`config.mk`:
```
export PLATFORM = sky130hd
export DESIGN_NAME = burst_col_gen
export DESIGN_NICKNAME = d
export VERILOG_FILES = /design/src/rtl/burst_col_pkg.sv /design/src/rtl/bcg_len_decode.sv /design/src/rtl/bcg_beat_ctr.sv /design/src/rtl/bcg_col_map.sv /design/src/rtl/burst_col_gen.sv
export SDC_FILE = /design/constraint.sdc
export NUM_CORES = 1
export LEC_CHECK = 0
export BUFFER_PORTS_ARGS = -buffer_cell sky130_fd_sc_hd__buf_2
export CORE_ASPECT_RATIO = 0.9
export CORE_MARGIN = 2
export CORE_UTILIZATION = 45
export DETAILED_ROUTE_END_ITERATION = 8
export HOLD_SLACK_MARGIN = 0.08
export PLACE_DENSITY_LB_ADDON = 0.3
export SYNTH_ARGS = -nofsm -noshare
export SYNTH_HDL_FRONTEND = slang
export SYNTH_SLANG_ARGS = --single-unit
```
`constraint.sdc`:
```
create_clock -name clk -period 4.2 [get_ports clk]
set_clock_uncertainty 0.15 [all_clocks]
set_input_delay 0.21 -clock clk [delete_from_list [all_inputs] [get_ports clk]]
set_output_delay 0.21 -clock clk [all_outputs]
set_load 0.02 [all_outputs]
```
`src/rtl/burst_col_pkg.sv`:
```
package burst_col_pkg;

   localparam int LEN_CODE_W = 3;

   typedef enum logic [LEN_CODE_W-1:0] {
      LEN_ONE   = 3'd0,
      LEN_TWO   = 3'd1,
      LEN_FOUR  = 3'd2,
      LEN_EIGHT = 3'd3,
      LEN_ROW   = 3'd7
   } len_code_e;

endpackage

```
`src/rtl/bcg_len_decode.sv`:
```
module bcg_len_decode
   import burst_col_pkg::*;
#(
   parameter int COL_W = 8
) (
   input  logic [LEN_CODE_W-1:0] code_i,
   output logic [COL_W-1:0]      mask_o,
   output logic                  full_o
);

   initial begin
      if (COL_W < 3 || COL_W > 16)
         $error("bcg_len_decode: COL_W must lie in 3..16");
   end

   always_comb begin
      full_o = 1'b0;
      case (code_i)
         LEN_TWO:   mask_o = COL_W'(1);
         LEN_FOUR:  mask_o = COL_W'(3);
         LEN_EIGHT: mask_o = COL_W'(7);
         LEN_ROW: begin
            mask_o = '1;
            full_o = 1'b1;
         end
         default:   mask_o = '0;
      endcase
   end

endmodule

```
`src/rtl/bcg_beat_ctr.sv`:
```
module bcg_beat_ctr #(
   parameter int COL_W = 8
) (
   input  logic             clk,
   input  logic             rst_n,
   input  logic             load_i,
   input  logic             terminate_i,
   input  logic             advance_i,
   input  logic             full_i,
   input  logic [COL_W-1:0] len_mask_i,
   output logic [COL_W-1:0] beat_o,
   output logic             valid_o,
   output logic             last_o
);

   logic [COL_W-1:0] beat_q;
   logic             valid_q;

   assign last_o  = valid_q && !full_i && (beat_q == len_mask_i);
   assign beat_o  = beat_q;
   assign valid_o = valid_q;

   always_ff @(posedge clk or negedge rst_n) begin
      if (!rst_n) begin
         beat_q  <= '0;
         valid_q <= 1'b0;
      end else if (load_i) begin
         beat_q  <= '0;
         valid_q <= 1'b1;
      end else if (terminate_i) begin
         valid_q <= 1'b0;
      end else if (advance_i && valid_q) begin
         if (last_o) valid_q <= 1'b0;
         else        beat_q  <= beat_q + COL_W'(1);
      end
   end

   AST_BEAT_IN_RANGE: assert property (@(posedge clk) disable iff (!rst_n)
      (valid_q && !full_i) |-> ((beat_q & ~len_mask_i) == '0));

   AST_ADV_IDLE: assert property (@(posedge clk) disable iff (!rst_n)
      (!valid_q && !load_i) |=> !valid_q);

endmodule

```
`src/rtl/bcg_col_map.sv`:
```
module bcg_col_map #(
   parameter int COL_W       = 8,
   parameter bit ILV_SUPPORT = 1'b1
) (
   input  logic [COL_W-1:0] start_i,
   input  logic [COL_W-1:0] beat_i,
   input  logic [COL_W-1:0] mask_i,
   input  logic             ilv_i,
   output logic [COL_W-1:0] col_o
);

   logic [COL_W-1:0] seq_col;
   logic [COL_W-1:0] sum;

   assign sum     = start_i + beat_i;
   assign seq_col = (start_i & ~mask_i) | (sum & mask_i);

   generate
      if (ILV_SUPPORT) begin : g_ilv
         logic [COL_W-1:0] ilv_col;
         assign ilv_col = start_i ^ (beat_i & mask_i);
         assign col_o   = ilv_i ? ilv_col : seq_col;
      end else begin : g_seq_only
         logic unused_ilv;
         assign unused_ilv = ilv_i;
         assign col_o      = seq_col;
      end
   endgenerate

endmodule

```
`src/rtl/burst_col_gen.sv`:
```
module burst_col_gen
   import burst_col_pkg::*;
#(
   parameter int COL_W       = 8,
   parameter bit ILV_SUPPORT = 1'b1
) (
   input  logic                  clk,
   input  logic                  rst_n,
   input  logic                  load_i,
   input  logic [COL_W-1:0]      start_col_i,
   input  logic [LEN_CODE_W-1:0] blen_i,
   input  logic                  ilv_i,
   input  logic                  advance_i,
   input  logic                  terminate_i,
   output logic [COL_W-1:0]      col_o,
   output logic                  valid_o,
   output logic                  last_o
);

   initial begin
      if (COL_W < 3 || COL_W > 16)
         $error("burst_col_gen: COL_W must lie in 3..16");
   end

   logic [COL_W-1:0] dec_mask;
   logic             dec_full;
   logic [COL_W-1:0] start_q;
   logic [COL_W-1:0] mask_q;
   logic             full_q;
   logic             ilv_q;
   logic [COL_W-1:0] beat;

   bcg_len_decode #(.COL_W(COL_W)) u_dec (
      .code_i (blen_i),
      .mask_o (dec_mask),
      .full_o (dec_full)
   );

   always_ff @(posedge clk or negedge rst_n) begin
      if (!rst_n) begin
         start_q <= '0;
         mask_q  <= '0;
         full_q  <= 1'b0;
         ilv_q   <= 1'b0;
      end else if (load_i) begin
         start_q <= start_col_i;
         mask_q  <= dec_mask;
         full_q  <= dec_full;
         ilv_q   <= ilv_i && !dec_full;
      end
   end

   bcg_beat_ctr #(.COL_W(COL_W)) u_ctr (
      .clk         (clk),
      .rst_n       (rst_n),
      .load_i      (load_i),
      .terminate_i (terminate_i),
      .advance_i   (advance_i),
      .full_i      (full_q),
      .len_mask_i  (mask_q),
      .beat_o      (beat),
      .valid_o     (valid_o),
      .last_o      (last_o)
   );

   bcg_col_map #(.COL_W(COL_W), .ILV_SUPPORT(ILV_SUPPORT)) u_map (
      .start_i (start_q),
      .beat_i  (beat),
      .mask_i  (mask_q),
      .ilv_i   (ilv_q),
      .col_o   (col_o)
   );

   AST_FIRST_BEAT: assert property (@(posedge clk) disable iff (!rst_n)
      load_i |=> (valid_o && col_o == $past(start_col_i)));

   AST_UPPER_FIXED: assert property (@(posedge clk) disable iff (!rst_n)
      valid_o |-> (((col_o ^ start_q) & ~mask_q) == '0));

   AST_ROW_NO_LAST: assert property (@(posedge clk) disable iff (!rst_n)
      full_q |-> !last_o);

   AST_LAST_ENDS: assert property (@(posedge clk) disable iff (!rst_n)
      (last_o && advance_i && !load_i) |=> !valid_o);

   AST_TERMINATE: assert property (@(posedge clk) disable iff (!rst_n)
      (terminate_i && !load_i) |=> (!valid_o && !last_o));

   AST_HOLD: assert property (@(posedge clk) disable iff (!rst_n)
      (valid_o && !advance_i && !terminate_i && !load_i) |=> (valid_o && $stable(col_o)));

endmodule

```
**Word level (Yosys, flattened, before mapping)**

Index checks and enable logic that the tools add are counted.

- Bitwise logic cells: 6
- Mux-type cells: 11
- Add/sub/neg operators: 2
- Reduce and logical (&&, ||, !) cells: 11
- Equality and inequality tests: 7

Operators by type and width:

| operator | number |
|---|---|
| $mux 8 | 5 |
| $pmux 8 s4 | 1 |
| $and 8x8->8 | 3 |
| $add 8x1->8 const B | 1 |
| $add 8x8->8 | 1 |
| $eq 8x8->1 | 1 |
| $not 8->8 | 1 |
| $or 8x8->8 | 1 |
| $xor 8x8->8 | 1 |
| $eq 3x2->1 const B | 2 |
| $reduce_bool 3->1 | 2 |
| $mux 1 | 5 |
| $logic_and 1x1->1 | 4 |
| $ne 2x2->1 const B | 2 |
| $eq 3x1->1 const B | 1 |
| $eq 3x3->1 const B | 1 |
| $reduce_and 3->1 | 1 |
| $logic_not 1->1 | 2 |
| $reduce_and 2->1 | 1 |
| $reduce_bool 2->1 | 1 |

- Input bits: 17
- Logic and storage cells: 43
- Register bits after elaboration: 27
- Output and inout port bits: 10

**Logic depth before layout (Yosys ltp)**

Gate-level depths: netlist of run 1.

- Depth in word-level cells: 7
- Gate-level depth with buffers: 8
- Gate-level depth less buffers: 8

**Cells and area by module**

A second synthesis of run 1 with hierarchy kept.

- Cell total of the unflattened synthesis: 179
- Area total of the unflattened synthesis: 1870.5 µm²

By module, submodules not included:

| module | cells each | seq. area each (µm²) | area each (µm²) | times used |
|---|---|---|---|---|
| burst_col_gen | 40 | 450.4 | 719.4 | 1 |
| bcg_beat_ctr | 57 | 225.2 | 561.8 | 1 |
| bcg_col_map | 71 | 0.0 | 513.0 | 1 |
| bcg_len_decode | 11 | 0.0 | 76.3 | 1 |

**Worst setup path before layout of run 1**

OpenSTA, ideal clock, no wires.

- Kind: register to output
- Start: register u_ctr.beat_q[0], in the netlist u_ctr.beat_o[0]
- End: output port col_o[6]
- Data arrival time: 2066 ps
- Cell stages (with the launch flop): 9
- Buffers on the path: 0
- Data required time: 3840 ps
- Slack: 1774 ps
- Path through: dfrtp_1 -> ha_1 -> inv_1 -> fa_1 -> nor2b_1 -> o21a_1 -> o21ai_0 -> and4b_1 -> nor3_1

- Longest elaborated chain between the ends: 4

RTL lines:

| what | RTL line | text |
|---|---|---|
| start: declaration | bcg_beat_ctr.sv:16 | `logic [COL_W-1:0] beat_q;` |
| start signal: assignment | bcg_beat_ctr.sv:34 | `else beat_q <= beat_q + COL_W'(1);` |
| $add 8x8->8 | bcg_col_map.sv:15 | `assign sum = start_i + beat_i;` |
| $and 8x8->8 | bcg_col_map.sv:16 | `assign seq_col = (start_i & ~mask_i) \| (sum & mask_i);` |
| $or 8x8->8 | bcg_col_map.sv:16 |  |
| $mux 8 | bcg_col_map.sv:22 | `assign col_o = ilv_i ? ilv_col : seq_col;` |
| end: declaration | burst_col_gen.sv:15 | `output logic [COL_W-1:0] col_o,` |

Every way passes these cells.

**Final worst setup path of run 1**

Ends and elaborated chain as after synthesis.

==> summary.txt, run 1 <==
CTS
  • CTS resizes: 0
  • Worst-skew pair later-pin latency: 0.26 ns
  • Clk Tree Root Cell: clkbuf_8
  • H-tree levels: 1
  • Total CTS buffers: 3
  • Clock sink count: 22
  • Max clock buf depth: 2
  • TritonCTS clock tree: done
  • Clk slew on worst S/H paths: 0.09 ns

Global route
  • Antenna violations before repair: 0
  • Via count of the first global-routing pass: 1213
  • Gr usage total: 19.3%
  • Largest net degree at the start of global routing: 28
  • GRT Residual Overflow: 0
  • Global-route wire length before repair: 5.80 mm

Timing
  • Max Transition Viols Final: 0
  • Final Critical Period: 2.78 ns
  • Final clock period utilization by the worst path: 66.2%
  • Final number of hold-violating endpoints: 0
  • Setup repair after global routing missed its margin: false
  • Final total negative setup slack: 0 ns
  • Max Clock Freq: 0.360 GHz
  • Transition time of the tightest slew-check pin: 0.544 ns
  • Relative slew slack: 63.4%
  • Final setup fails: 0

Floorplanning
  • Row count: 20
  • Total Die Area: 4060 um^2
  • Starting utilization of the core area: 47.1%
  • Number of placed I/O pins: 27
  • Die width: 66.9 um
  • Vertical extent of the die: 60.6 um
  • Core Region: 3400 um^2

Cells and area
  • Number of fill cells in the layout: 334
  • Net total in the final layout: 247
  • Fraction of layout instances using a drive strength above 1: 19.3%
  • Area growth from synthesis to final layout: 21.9%
  • Utilization after layout: 57.5%
  • Non-filler instance count after layout: 256
  • Antenna cell count: 0

Detailed routing
  • Via-to-Cell Ratio: 5.40
  • Wire length per cell after detailed routing: 13.6 um
  • Met1 Routed Length: 1.74 mm
  • Routed wl met2: 1.60 mm
  • Post-route DRC: 0
  • Routed wire length on met3: 116 um
  • Total length of routed wires: 3.47 mm
  • Via Count: 1382
  • Pre-Repair DR Iteration Count: 4
  • Uppermost signal routing layer after detailed routing: met4
  • 1st-iter DRT viols: 84
  • Residual antenna-violating net count after detailed routing: 0

Critical path
  • Peak fanout along the critical path: 7
  • Data arrival time of the worst path: 2.42 ns
  • Category of the worst setup path launch point: flip-flop
  • Worst flop-to-flop path endpoint: u_ctr.beat_o[5]$_DFFE_PN0P_
  • R2R cell count: 6
  • Data required time at the worst endpoint: 3.84 ns
  • Flop2flop setup slack: 1.84 ns
  • Crit Reg-Reg Startpoint: full_q$_DFFE_PN0P_
  • Worst setup EP type: output pin
  • Crit path kind: flip-flop to output pin

Synth
  • Sequential fraction of the synthesis area: 34.3%
  • Number of warnings reported in the yosys synthesis log: 0
  • Seq cells post-synth: 22
  • Syn nets: 209
  • Average size of a mapped cell: 9.17 um^2
  • Number of library cell types mapped by synthesis: 36
  • Summed instance area of the synthesized netlist: 1600 um^2
  • Number of instances in the synthesized netlist: 175

Hold path
  • Min-Delay Startpoint: blen_i[0]
  • Worst Hold Path EP: mask_q[2]$_DFFE_PN0P_
  • Hold Path Stages: 3
  • Worst hold-check path type: primary input to flip-flop

Power and ir drop
  • Power per cell area: 302 nW/um^2
  • Leakage component of the power: 0.925 nW
  • Worst IR Drop VDD: 0.189 mV
  • Total Power: 0.000591 W

Outcome
  • Run status: completed

Run
  • Maximum Capacitance Violations: 0

Placed design
  • Weighted congestion reported at the end of routability-driven placement: 0.838
  • HPWL after DPL: 2.47 mm
  • Number of cells in the design after placement: 241
  • Input/output buffers: 26
final cells by class:
type	count	area, um^2	share of cell area, %
Tap cell	44	55.1	2.82
Timing Repair Buffer	37	240	12.3
Multi-Input combinational cell	138	997	51.0
Inverter	11	41.3	2.11
Clock inverter	1	30.0	1.54
Clock buffer	3	41.3	2.11
Sequential cell	22	551	28.2
cells in the mapped netlist:
library cell	count	area, um^2
and3_2	1	7.51
nor3b_1	2	15.0
ha_1	16	200
nor4_1	1	6.26
or4_1	1	7.51
xnor2_1	2	17.5
or3_1	1	6.26
and3_1	2	12.5
a22oi_1	2	15.0
o2111ai_1	1	8.76
inv_1	10	37.5
and4b_1	1	10.0
a21oi_1	15	75.1
mux2i_1	3	30.0
xor2_1	13	114
mux2_2	7	78.8
or2_2	1	6.26
a211oi_1	1	7.51
nand3b_1	4	30.0
a311oi_4	1	26.3
clkbuf_1	4	15.0
nand2b_1	1	6.26
nor3_1	3	15.0
fa_1	1	20.0
nor4b_2	1	15.0
nand2_1	12	45.0
nor2_1	16	60.1
dfrtp_1	22	551
nand4_1	5	31.3
or2b_1	1	7.51
o21ai_0	11	55.1
nor2b_1	3	18.8
o21a_1	1	7.51
nand3_1	7	35.0
clkinv_1	1	3.75
o22ai_1	1	6.26
layer usage:
layer  track usage [%]  vias up
li1                  -      697
met1              27.8      660
met2              30.7       23
met3              3.90        2
met4              3.50        0
met5                 0        -
power breakdown:
part	leakage [nW]	switching (W)	internal, W	total [W]
Sequential	0.280	0.0000210	0.000225	0.000246
Combinational	0.610	0.0000804	0.0000638	0.000144
Clock	0.0357	0.0000734	0.000127	0.000201
Total	0.925	0.000175	0.000416	0.000591
through the flow:
| step | area, um^2 | setup slack, ns | hold WS (ns) |
|---|---|---|---|
| floorplan | 1600 | 1.77 | -0.236 |
| global placement | 1770 | 1.74 | 0.0624 |
| detailed placement | 1770 | 1.73 | 0.0617 |
| CTS | 1960 | 1.42 | 0.0822 |
| global route | 1960 | 1.22 | 0.124 |
| finish | 1960 | 1.42 | 0.0859 |
critical path: stages (launching register included):
cell and delay [ns]:
dfrtp_1 0.47, ha_1 0.24, inv_1 0.06, fa_1 0.40, nor2b_1 0.17, o21a_1 0.14
o21ai_0 0.13, and4b_1 0.20, nor3_1 0.15, buf_2 0.18
worst max path at each step:
stage	start	endpoint	slack [ns]	cells past startpoint
after floorplan	u_ctr.beat_o[0]$_DFFE_PN0P_	col_o[6]	1.77	8
after global placement	u_ctr.beat_o[0]$_DFFE_PN0P_	col_o[6]	1.74	9
after detailed placement	u_ctr.beat_o[0]$_DFFE_PN0P_	col_o[6]	1.73	9
after CTS	u_ctr.beat_o[0]$_DFFE_PN0P_	col_o[6]	1.42	9
after global routing	u_ctr.beat_o[0]$_DFFE_PN0P_	col_o[6]	1.22	9
final	u_ctr.beat_o[0]$_DFFE_PN0P_	col_o[6]	1.42	9
cell usage in the layout (no fill, tap or decap), types with 4 or more instances in the layout:
| cell type | synthesis | layout |
|---|---|---|
| nand3b_1 | 4 | 4 |
| dfrtp_1 | 22 | 22 |
| a21oi_1 | 15 | 15 |
| nand3_1 | 7 | 7 |
| ha_1 | 16 | 16 |
| o21ai_0 | 11 | 11 |
| buf_2 | 0 | 26 |
| inv_1 | 10 | 10 |
| nor2_1 | 16 | 16 |
| xor2_1 | 13 | 13 |
| nand2_1 | 12 | 12 |
| dlygate4sd3_1 | 0 | 11 |
| mux2_2 | 7 | 7 |
| nand4_1 | 5 | 5 |
repair_timing:
action / 4_1_cts / 5_1_grt
hold buffers: 11 / 0
buffers inserted: 0 / 0
endpoints found under the hold margin: 32 / 0
registers in the layout, indices dropped and copies added (netlist names):
signal         flops
u_ctr.valid_o      1
start_q            8
ilv_q              1
full_q             1
mask_q             3
u_ctr.beat_o       8
kinds of logic (layout without fill, tap and decap cells):
group,after synthesis,count (layout),synth area share (%)
adder cells (fa/ha/maj),17,17,13.7
XOR/XNOR,15,15,8.19
AND/OR/NAND/NOR,63,63,20.9
multiplexers,10,10,6.79
AO/OA/AOI/OAI,33,33,12.6
buffers and inverters,15,52,3.51
flip-flops,22,22,34.3
Power figures use the tool's default switching activity.
==> run 2, diff against run 1 <==
--- a/config.mk
+++ b/config.mk
@@ -5,6 +5,7 @@
 export SDC_FILE = /design/constraint.sdc
 export NUM_CORES = 1
 export LEC_CHECK = 0
+export ABC_AREA = 1
 export BUFFER_PORTS_ARGS = -buffer_cell sky130_fd_sc_hd__buf_2
 export CORE_ASPECT_RATIO = 0.9
 export CORE_MARGIN = 2
==> constraint.sdc (replaced) <==
create_clock -name clk -period 2.9 [get_ports clk]
set_clock_uncertainty 0.15 [all_clocks]
set_input_delay 0.145 -clock clk [delete_from_list [all_inputs] [get_ports clk]]
set_output_delay 0.145 -clock clk [all_outputs]
set_load 0.02 [all_outputs]
==> summary.txt, run 2 <==
Timing
  • Max Transition Viols Final: 0 (unchanged)
  • Smallest setup slack after layout: 0.456 ns (-0.965 ns)
  • Relative slew slack: 65.2% (+1.8 points)
  • Final clock period utilization by the worst path: 84.3%
  • Setup repair after global routing missed its margin: false
  • Final setup fails: 0 (unchanged)
  • Final number of hold-violating endpoints: 0 (unchanged)
  • Final total negative setup slack: 0 ns (unchanged)
  • Final Critical Period: 2.44 ns
  • Max Clock Freq: 0.409 GHz
  • Transition time of the tightest slew-check pin: 0.522 ns (-0.0216 ns)

Power and ir drop
  • Power per cell area: 400 nW/um^2 (+32%)
  • Worst IR Drop VDD: 0.418 mV (+120%)
  • Leakage component of the power: 1.16 nW (+25%)
  • Total Power: 0.000883 W (+49%)

Detailed routing
  • Post-route DRC: 0 (unchanged)
  • Via Count: 1708 (+24%)
  • Via-to-Cell Ratio: 5.10 (-5.6%)
  • Pre-Repair DR Iteration Count: 4 (unchanged)
  • Wire length per cell after detailed routing: 12.6 um (-7.2%)
  • 1st-iter DRT viols: 99 (+18%)
  • Residual antenna-violating net count after detailed routing: 0 (unchanged)
  • Total length of routed wires: 4.22 mm (+21%)

Synth
  • Leading post-synthesis cells by cell area: dfrtp_1 (30%), nand2_1 (14%), ha_1 (11%), inv_1 (6.4%), nand3_1 (5.0%)
  • Dominant register cell in the synthesized netlist: dfrtp_1
  • Post-synth top cells: nand2_1 (66), inv_1 (31), dfrtp_1 (22)
  • Number of instances in the synthesized netlist: 248 (+42%)
  • Count of flip-flops with a built-in enable after synthesis: 0 (unchanged)
  • Summed instance area of the synthesized netlist: 1820 um^2 (+13%)
  • Top-area cell type share of the netlist area: 30.3% (-4.0 points)
  • Sequential fraction of the synthesis area: 30.3% (-4.0 points)
  • Number of library cell types mapped by synthesis: 33 (-8.3%)
  • Async set or reset register ratio after synthesis: 100% (unchanged)
  • Number of warnings reported in the yosys synthesis log: 0 (unchanged)
  • Average size of a mapped cell: 7.33 um^2 (-20%)
  • Post-synth top area cell: dfrtp_1
  • Seq cells post-synth: 22 (unchanged)
  • Most repeated cell in the gate-level netlist after synthesis: nand2_1
  • Syn nets: 282 (+35%)

Global route
  • Most heavily used metal layer in global routing: met2
  • Gr usage total: 20.3% (+0.97 points)
  • Largest net degree at the start of global routing: 26 (-7.1%)
  • Met1 Track Usage GR: 27.4% (-0.43 points)
  • Global-route wire length before repair: 7.42 mm (+28%)
  • Fraction of met2 tracks used by global routing: 34.0% (+3.3 points)
  • Met3 Track Usage GR: 4.26% (+0.36 points)
  • GRT Residual Overflow: 0 (unchanged)
  • Via count of the first global-routing pass: 1650 (+36%)
  • Antenna violations before repair: 0 (unchanged)

Critical path
  • Endpoint of the most critical setup path: col_o[4]
  • Data required time at the worst endpoint: 2.61 ns (-1.23 ns)
  • First element of the critical path: u_ctr.beat_o[0]$_DFFE_PN0P_
  • Data arrival time of the worst path: 2.15 ns (-0.27 ns)
  • Worst flop-to-flop path endpoint: u_ctr.beat_o[2]$_DFFE_PN0P_
  • R2R cell count: 9 (+3)
  • Peak fanout along the critical path: 6 (-1)
  • Category of the worst setup path launch point: flip-flop
  • Crit Reg-Reg Startpoint: full_q$_DFFE_PN0P_
  • Flop2flop setup slack: 0.91 ns (-0.93 ns)
  • Worst setup EP type: output pin
  • Crit path kind: flip-flop to output pin

Floorplanning
  • Vertical extent of the die: 64.3 um (+6.0%)
  • Die width: 71.0 um (+6.0%)
  • Row count: 21 (+5.0%)
  • Core Region: 3780 um^2 (+11%)
  • Number of placed I/O pins: 27 (unchanged)
  • Total Die Area: 4560 um^2 (+12%)
  • Starting utilization of the core area: 48.0% (+0.88 points)

Cells and area
  • Utilization after layout: 58.3% (+0.80 points)
  • Number of fill cells in the layout: 382 (+14%)
  • Commonest cells after routing, fill and taps aside: nand2_1 (66), inv_1 (31), buf_2 (26), dfrtp_1 (22), nand3_1 (18)
  • Most frequent standard cell in the layout excluding fill and tap cells: nand2_1
  • Non-Filler Cell Area, Final: 2200 um^2 (+13%)
  • Antenna cell count: 0 (unchanged)
  • Area growth from synthesis to final layout: 21.3%
  • Fraction of layout instances using a drive strength above 1: 15.2% (-4.1 points)
  • Net total in the final layout: 324 (+31%)

Run
  • Maximum Capacitance Violations: 0 (unchanged)

CTS
  • Total CTS buffers: 3 (unchanged)
  • Clk slew on worst S/H paths: 0.09 ns (about the same)
  • Post-CTS setup buffer count: 0 (unchanged)
  • TritonCTS clock tree: done
  • CTS resizes: 0 (unchanged)
  • Max clock buf depth: 2 (unchanged)
  • Hold bufs inserted after CTS: 17 (+6)
  • Clk Tree Root Cell: clkbuf_8
  • Worst-skew pair later-pin latency: 0.28 ns (+0.02 ns)
  • Clock sink count: 22 (unchanged)
  • H-tree levels: 1 (unchanged)

Placed design
  • HPWL after DPL: 3.06 mm (+24%)
  • Instance area at placement: 1960 um^2 (+11%)
  • Input/output buffers: 26 (unchanged)
  • Placement-stage worst setup slack: 0.787 ns (-0.941 ns)
  • Weighted congestion reported at the end of routability-driven placement: 0.859 (+2.5%)

Hold path
  • Min-Delay Startpoint: advance_i
  • Worst hold-check path type: primary input to flip-flop

Outcome
  • Run status: completed
==> run 2: cell count changes in the layout (fill, tap and decap cells not counted), moves of 4 or more <==
cell | previous run | this run
nand3_1 | 7 | 18
xnor2_1 | 2 | 8
o21ai_0 | 11 | 15
mux2_2 | 7 | 0
nand2_1 | 12 | 66
inv_1 | 10 | 31
xor2_1 | 13 | 4
dlygate4sd3_1 | 11 | 17
==> run 2: kinds of logic (layout without fill, tap and decap cells) <==
| kind of cell | count (synthesis) | after routing | share of synthesized area (%) |
|---|---|---|---|
| buffers and inverters | 40 | 81 | 9.30 |
| AND/OR/NAND/NOR | 118 | 118 | 30.6 |
| adder cells (fa/ha/maj) | 17 | 17 | 12.1 |
| flip-flops | 22 | 22 | 30.3 |
| AO/OA/AOI/OAI | 39 | 39 | 11.8 |
| XOR/XNOR | 12 | 12 | 5.79 |
==> run 2: final cells by class <==
| type | instances | area (um^2) | share of cell area, % |
|---|---|---|---|
| sequential | 22 | 551 | 25.0 |
| multi-input combinational | 186 | 1100 | 49.8 |
| timing repair buffer | 43 | 300 | 13.6 |
| clock inverter | 1 | 30.0 | 1.36 |
| tap | 46 | 57.6 | 2.61 |
| clock buffer | 3 | 41.3 | 1.87 |
| inverter | 34 | 128 | 5.79 |
==> run 2: critical path: stages (launching register included) <==
cell     delay (ns)
dfrtp_1        0.47
ha_1           0.22
inv_1          0.06
fa_1           0.44
nor2_1         0.18
nor2_1         0.06
nand2_1        0.05
nand3_1        0.07
nand2_1        0.08
o21ai_0        0.07
buf_2          0.17
==> run 2: through the flow <==
stage          instances  hold slack (ns)
3_5_place_dp         314          0.00458
6_report             335           0.0923
4_1_cts              335           0.0968
3_3_place_gp         314          0.00521
2_1_floorplan        248           -0.301
5_1_grt              335            0.111
==> run 2: metal layers <==
layer  part of all wire, %  wire length [um]
met4                  0.90                38
met3                   3.7               158
met5                     0                 0
met1                    48              2030
met2                    47              1990
==> run 2: report_power, final <==
group	internal [W]	switching, W
registers	0.000326	0.0000280
logic	0.0000949	0.000133
clock network	0.000185	0.000116
==> run 2: how the worst min path moves through the flow <==
| stage | cells past startpoint | slack [ns] | end |
|---|---|---|---|
| after floorplan | 0 | -0.30 | full_q$_DFFE_PN0P_ |
| after global placement | 1 | 0.005 | start_q[0]$_DFFE_PN0P_ |
| after detailed placement | 1 | 0.005 | mask_q[0]$_DFFE_PN0P_ |
| after CTS | 4 | 0.1 | u_ctr.valid_o$_DFFE_PN0P_ |
| after global routing | 4 | 0.11 | u_ctr.valid_o$_DFFE_PN0P_ |
| final | 4 | 0.09 | u_ctr.valid_o$_DFFE_PN0P_ |
==> run 3, diff against run 2 <==
--- a/config.mk
+++ b/config.mk
@@ -5,7 +5,7 @@
 export SDC_FILE = /design/constraint.sdc
 export NUM_CORES = 1
 export LEC_CHECK = 0
-export ABC_AREA = 1
+export ABC_AREA = 0
 export BUFFER_PORTS_ARGS = -buffer_cell sky130_fd_sc_hd__buf_2
 export CORE_ASPECT_RATIO = 0.9
 export CORE_MARGIN = 2
==> constraint.sdc (replaced) <==
create_clock -name clk -period 2 [get_ports clk]
set_clock_uncertainty 0.15 [all_clocks]
set_input_delay 0.1 -clock clk [delete_from_list [all_inputs] [get_ports clk]]
set_output_delay 0.1 -clock clk [all_outputs]
set_load 0.02 [all_outputs]
==> summary.txt, run 3 (same netlist as run 1, synthesis figures left out) <==
Timing
  • Transition time of the tightest slew-check pin: 0.560 ns (+0.0374 ns)
  • Final Critical Period: 2.39 ns
  • Max Transition Viols Final: 0 (unchanged)
  • Final clock period utilization by the worst path: 120%
  • Relative slew slack: 62.7% (-2.5 points)
  • Final setup fails: 17 (+17)
  • Final number of hold-violating endpoints: 0 (unchanged)
  • Max Clock Freq: 0.418 GHz
  • Setup repair after global routing missed its margin: true
  • Smallest setup slack after layout: -0.393 ns (-0.850 ns)

Critical path
  • Dominant delay contributor by cell family on the critical path: adder cells
  • Crit path kind: flip-flop to output pin
  • Data required time at the worst endpoint: 1.75 ns (-0.86 ns)
  • Worst setup EP type: output pin
  • Peak fanout along the critical path: 2 (-4)
  • Slowest cell on the critical path: dfrtp_1
  • Category of the worst setup path launch point: flip-flop
  • Crit path cell chain: ha_2, inv_2, fa_2, nor2b_2, o21a_1, nor3_1, nand3b_1, a22oi_2, buf_6
  • Stage delay of the slowest cell on the critical path: 0.37 ns (-0.10 ns)
  • Data arrival time of the worst path: 2.14 ns (about the same)
  • Critical path buffers and inverters: 2 (unchanged)

Power and ir drop
  • Sw Ratio: 31.5% (+0.060 points)
  • Leakage component of the power: 1.09 nW (-5.6%)
  • Relative contribution of the clock network to total power: 30.7% (-3.4 points)
  • Worst IR Drop VDD: 0.379 mV (-9.4%)
  • Power per cell area: 579 nW/um^2 (+45%)
  • Sequential power share: 35.7% (-4.4 points)
  • Total Power: 0.00142 W (+61%)
  • Power share of the combinational group: 33.6% (+7.8 points)
  • Internal power contribution: 0.000974 W (+61%)
  • Switching pwr: 0.000447 W (+61%)

Cells and area
  • Commonest cells after routing, fill and taps aside: buf_4 (22), dfrtp_1 (21), buf_2 (20), dlygate4sd3_1 (15), nor2_1 (14)
  • Non-filler instance count after layout: 287 (-14%)
  • Antenna cell count: 0 (unchanged)
  • Fraction of layout instances using a drive strength above 1: 39.5% (+24 points)
  • Area growth from synthesis to final layout: 53.0%
  • Most frequent standard cell in the layout excluding fill and tap cells: buf_4
  • Net total in the final layout: 278 (-14%)

Global route
  • Via count of the first global-routing pass: 1648 (-0.12%)
  • Global-route wire length before repair: 7.66 mm (+3.3%)
  • Largest net degree at the start of global routing: 28 (+7.7%)
  • Gr usage total: 25.5% (+5.2 points)
  • GRT Residual Overflow: 0 (unchanged)
  • Antenna violations before repair: 0 (unchanged)

Detailed routing
  • Residual antenna-violating net count after detailed routing: 0 (unchanged)
  • Post-route DRC: 0 (unchanged)
  • 1st-iter DRT viols: 111 (+12%)
  • Wire length per cell after detailed routing: 17.2 um (+36%)
  • Via Count: 1595 (-6.6%)
  • Total length of routed wires: 4.93 mm (+17%)
  • Via-to-Cell Ratio: 5.56 (+9.0%)
  • Pre-Repair DR Iteration Count: 4 (unchanged)

CTS
  • Max clock buf depth: 2 (unchanged)
  • H-tree levels: 1 (unchanged)
  • TritonCTS clock tree: done
  • Clock sink count: 22 (unchanged)
  • Clk slew on worst S/H paths: 0.09 ns (about the same)
  • Total CTS buffers: 3 (unchanged)
  • Clk Tree Root Cell: clkbuf_8
  • Worst-skew pair later-pin latency: 0.27 ns (about the same)

Floorplanning
  • Die width: 66.9 um (-5.7%)
  • Total Die Area: 4060 um^2 (-11%)
  • Vertical extent of the die: 60.6 um (-5.7%)
  • Number of placed I/O pins: 27 (unchanged)
  • Row count: 20 (-4.8%)
  • Core Region: 3400 um^2 (-10%)
  • Starting utilization of the core area: 47.1% (-0.88 points)

Placed design
  • HPWL after DPL: 3.03 mm (-1.1%)
  • Number of cells in the design after placement: 260 (-17%)
  • Input/output buffers: 26 (unchanged)
  • Weighted congestion reported at the end of routability-driven placement: 0.823 (-4.2%)

Hold path
  • Worst hold-check path type: primary input to flip-flop

Outcome
  • Failing checks: setup timing
  • Run status: finished, violations left

Run
  • Maximum Capacitance Violations: 0 (unchanged)
run 3: changes by cell type in the layout (fill, tap and decap cells not counted), sizes merged, moves of 3 or more:
cell,before,now
xor2,4,13
nand3,19,7
nand3b,1,4
mux2,0,7
xnor2,8,2
buf,26,53
nor2,19,16
nor2b,0,3
inv,33,10
and3,0,3
nand2,70,12
o21ai,17,11
mux2i,0,3
run 3: cell type report:
cell class | instances | area, um^2
clock inverter | 1 | 30.0
inverter | 11 | 41.3
multi-input combinational | 138 | 1190
fill | 221 | 950
clock buffer | 3 | 41.3
timing repair buffer | 68 | 539
tap | 44 | 55.1
sequential | 22 | 552
run 3: metrics by stage:
step / hold WS, ns / utilization [%] / instance area, um^2 / setup WS, ns / setup TNS (ns)
final: 0.144 / 72.1 / 2450 / -0.393 / -3.27
after global routing: 0.178 / 72.1 / 2450 / -0.487 / -4.56
after global placement: -0.0537 / 57.8 / 1970 / -0.0891 / -0.251
after floorplan: -0.346 / - / 1650 / -0.0472 / -0.0828
after CTS: 0.146 / 69.7 / 2370 / -0.340 / -1.98
after detailed placement: -0.0338 / 57.8 / 1970 / -0.155 / -0.491
run 3: worst paths after layout:
check                                                  from                     endpoint  slack [ns]  depth (start not counted)
max in group asynchronous                             rst_n           full_q$_DFFE_PN0P_        1.11                          2
min in group asynchronous                             rst_n  u_ctr.beat_o[3]$_DFFE_PN0P_        0.19                          2
worst min register to register       start_q[6]$_DFFE_PN0P_       start_q[6]$_DFFE_PN0P_        0.44                          1
worst max-delay path                 start_q[0]$_DFFE_PN0P_                     col_o[4]       -0.39                          9
worst min-delay path                                 load_i  u_ctr.beat_o[5]$_DFFE_PN0P_        0.14                          2
worst max register to register  u_ctr.beat_o[1]$_DFFE_PN0P_  u_ctr.beat_o[0]$_DFFE_PN0P_       -0.17                          9
run 3: repair_timing:
item | in CTS | in global routing
endpoints found under the setup margin | 16 | 17
pin swaps | 17 | 17
endpoints found under the hold margin | 36 | 0
gates resized for setup | 28 | 14
buffers inserted | 5 | 4
hold buffers | 15 | 0
cloned | 1 | 0
run 3: routing by layer:
metal	wire length, um	share of wire, %	vias to the layer above	GRT usage (%)
li1	-	-	754	-
met1	2100	43	763	31.7
met3	246	5.0	12	4.08
met5	0	0	-	0
met2	2490	51	66	44.1
met4	94	1.9	0	11.7
run 3: power groups by stage:
stage / logic, W / registers [W] / clock network [W]
2_1_floorplan: 0.000223 / 0.000513 / 0
3_3_place_gp: 0.000352 / 0.000508 / 0
3_5_place_dp: 0.000364 / 0.000511 / 0
4_1_cts: 0.000445 / 0.000507 / 0.000432
5_1_grt: 0.000517 / 0.000512 / 0.000455
6_report: 0.000478 / 0.000508 / 0.000436
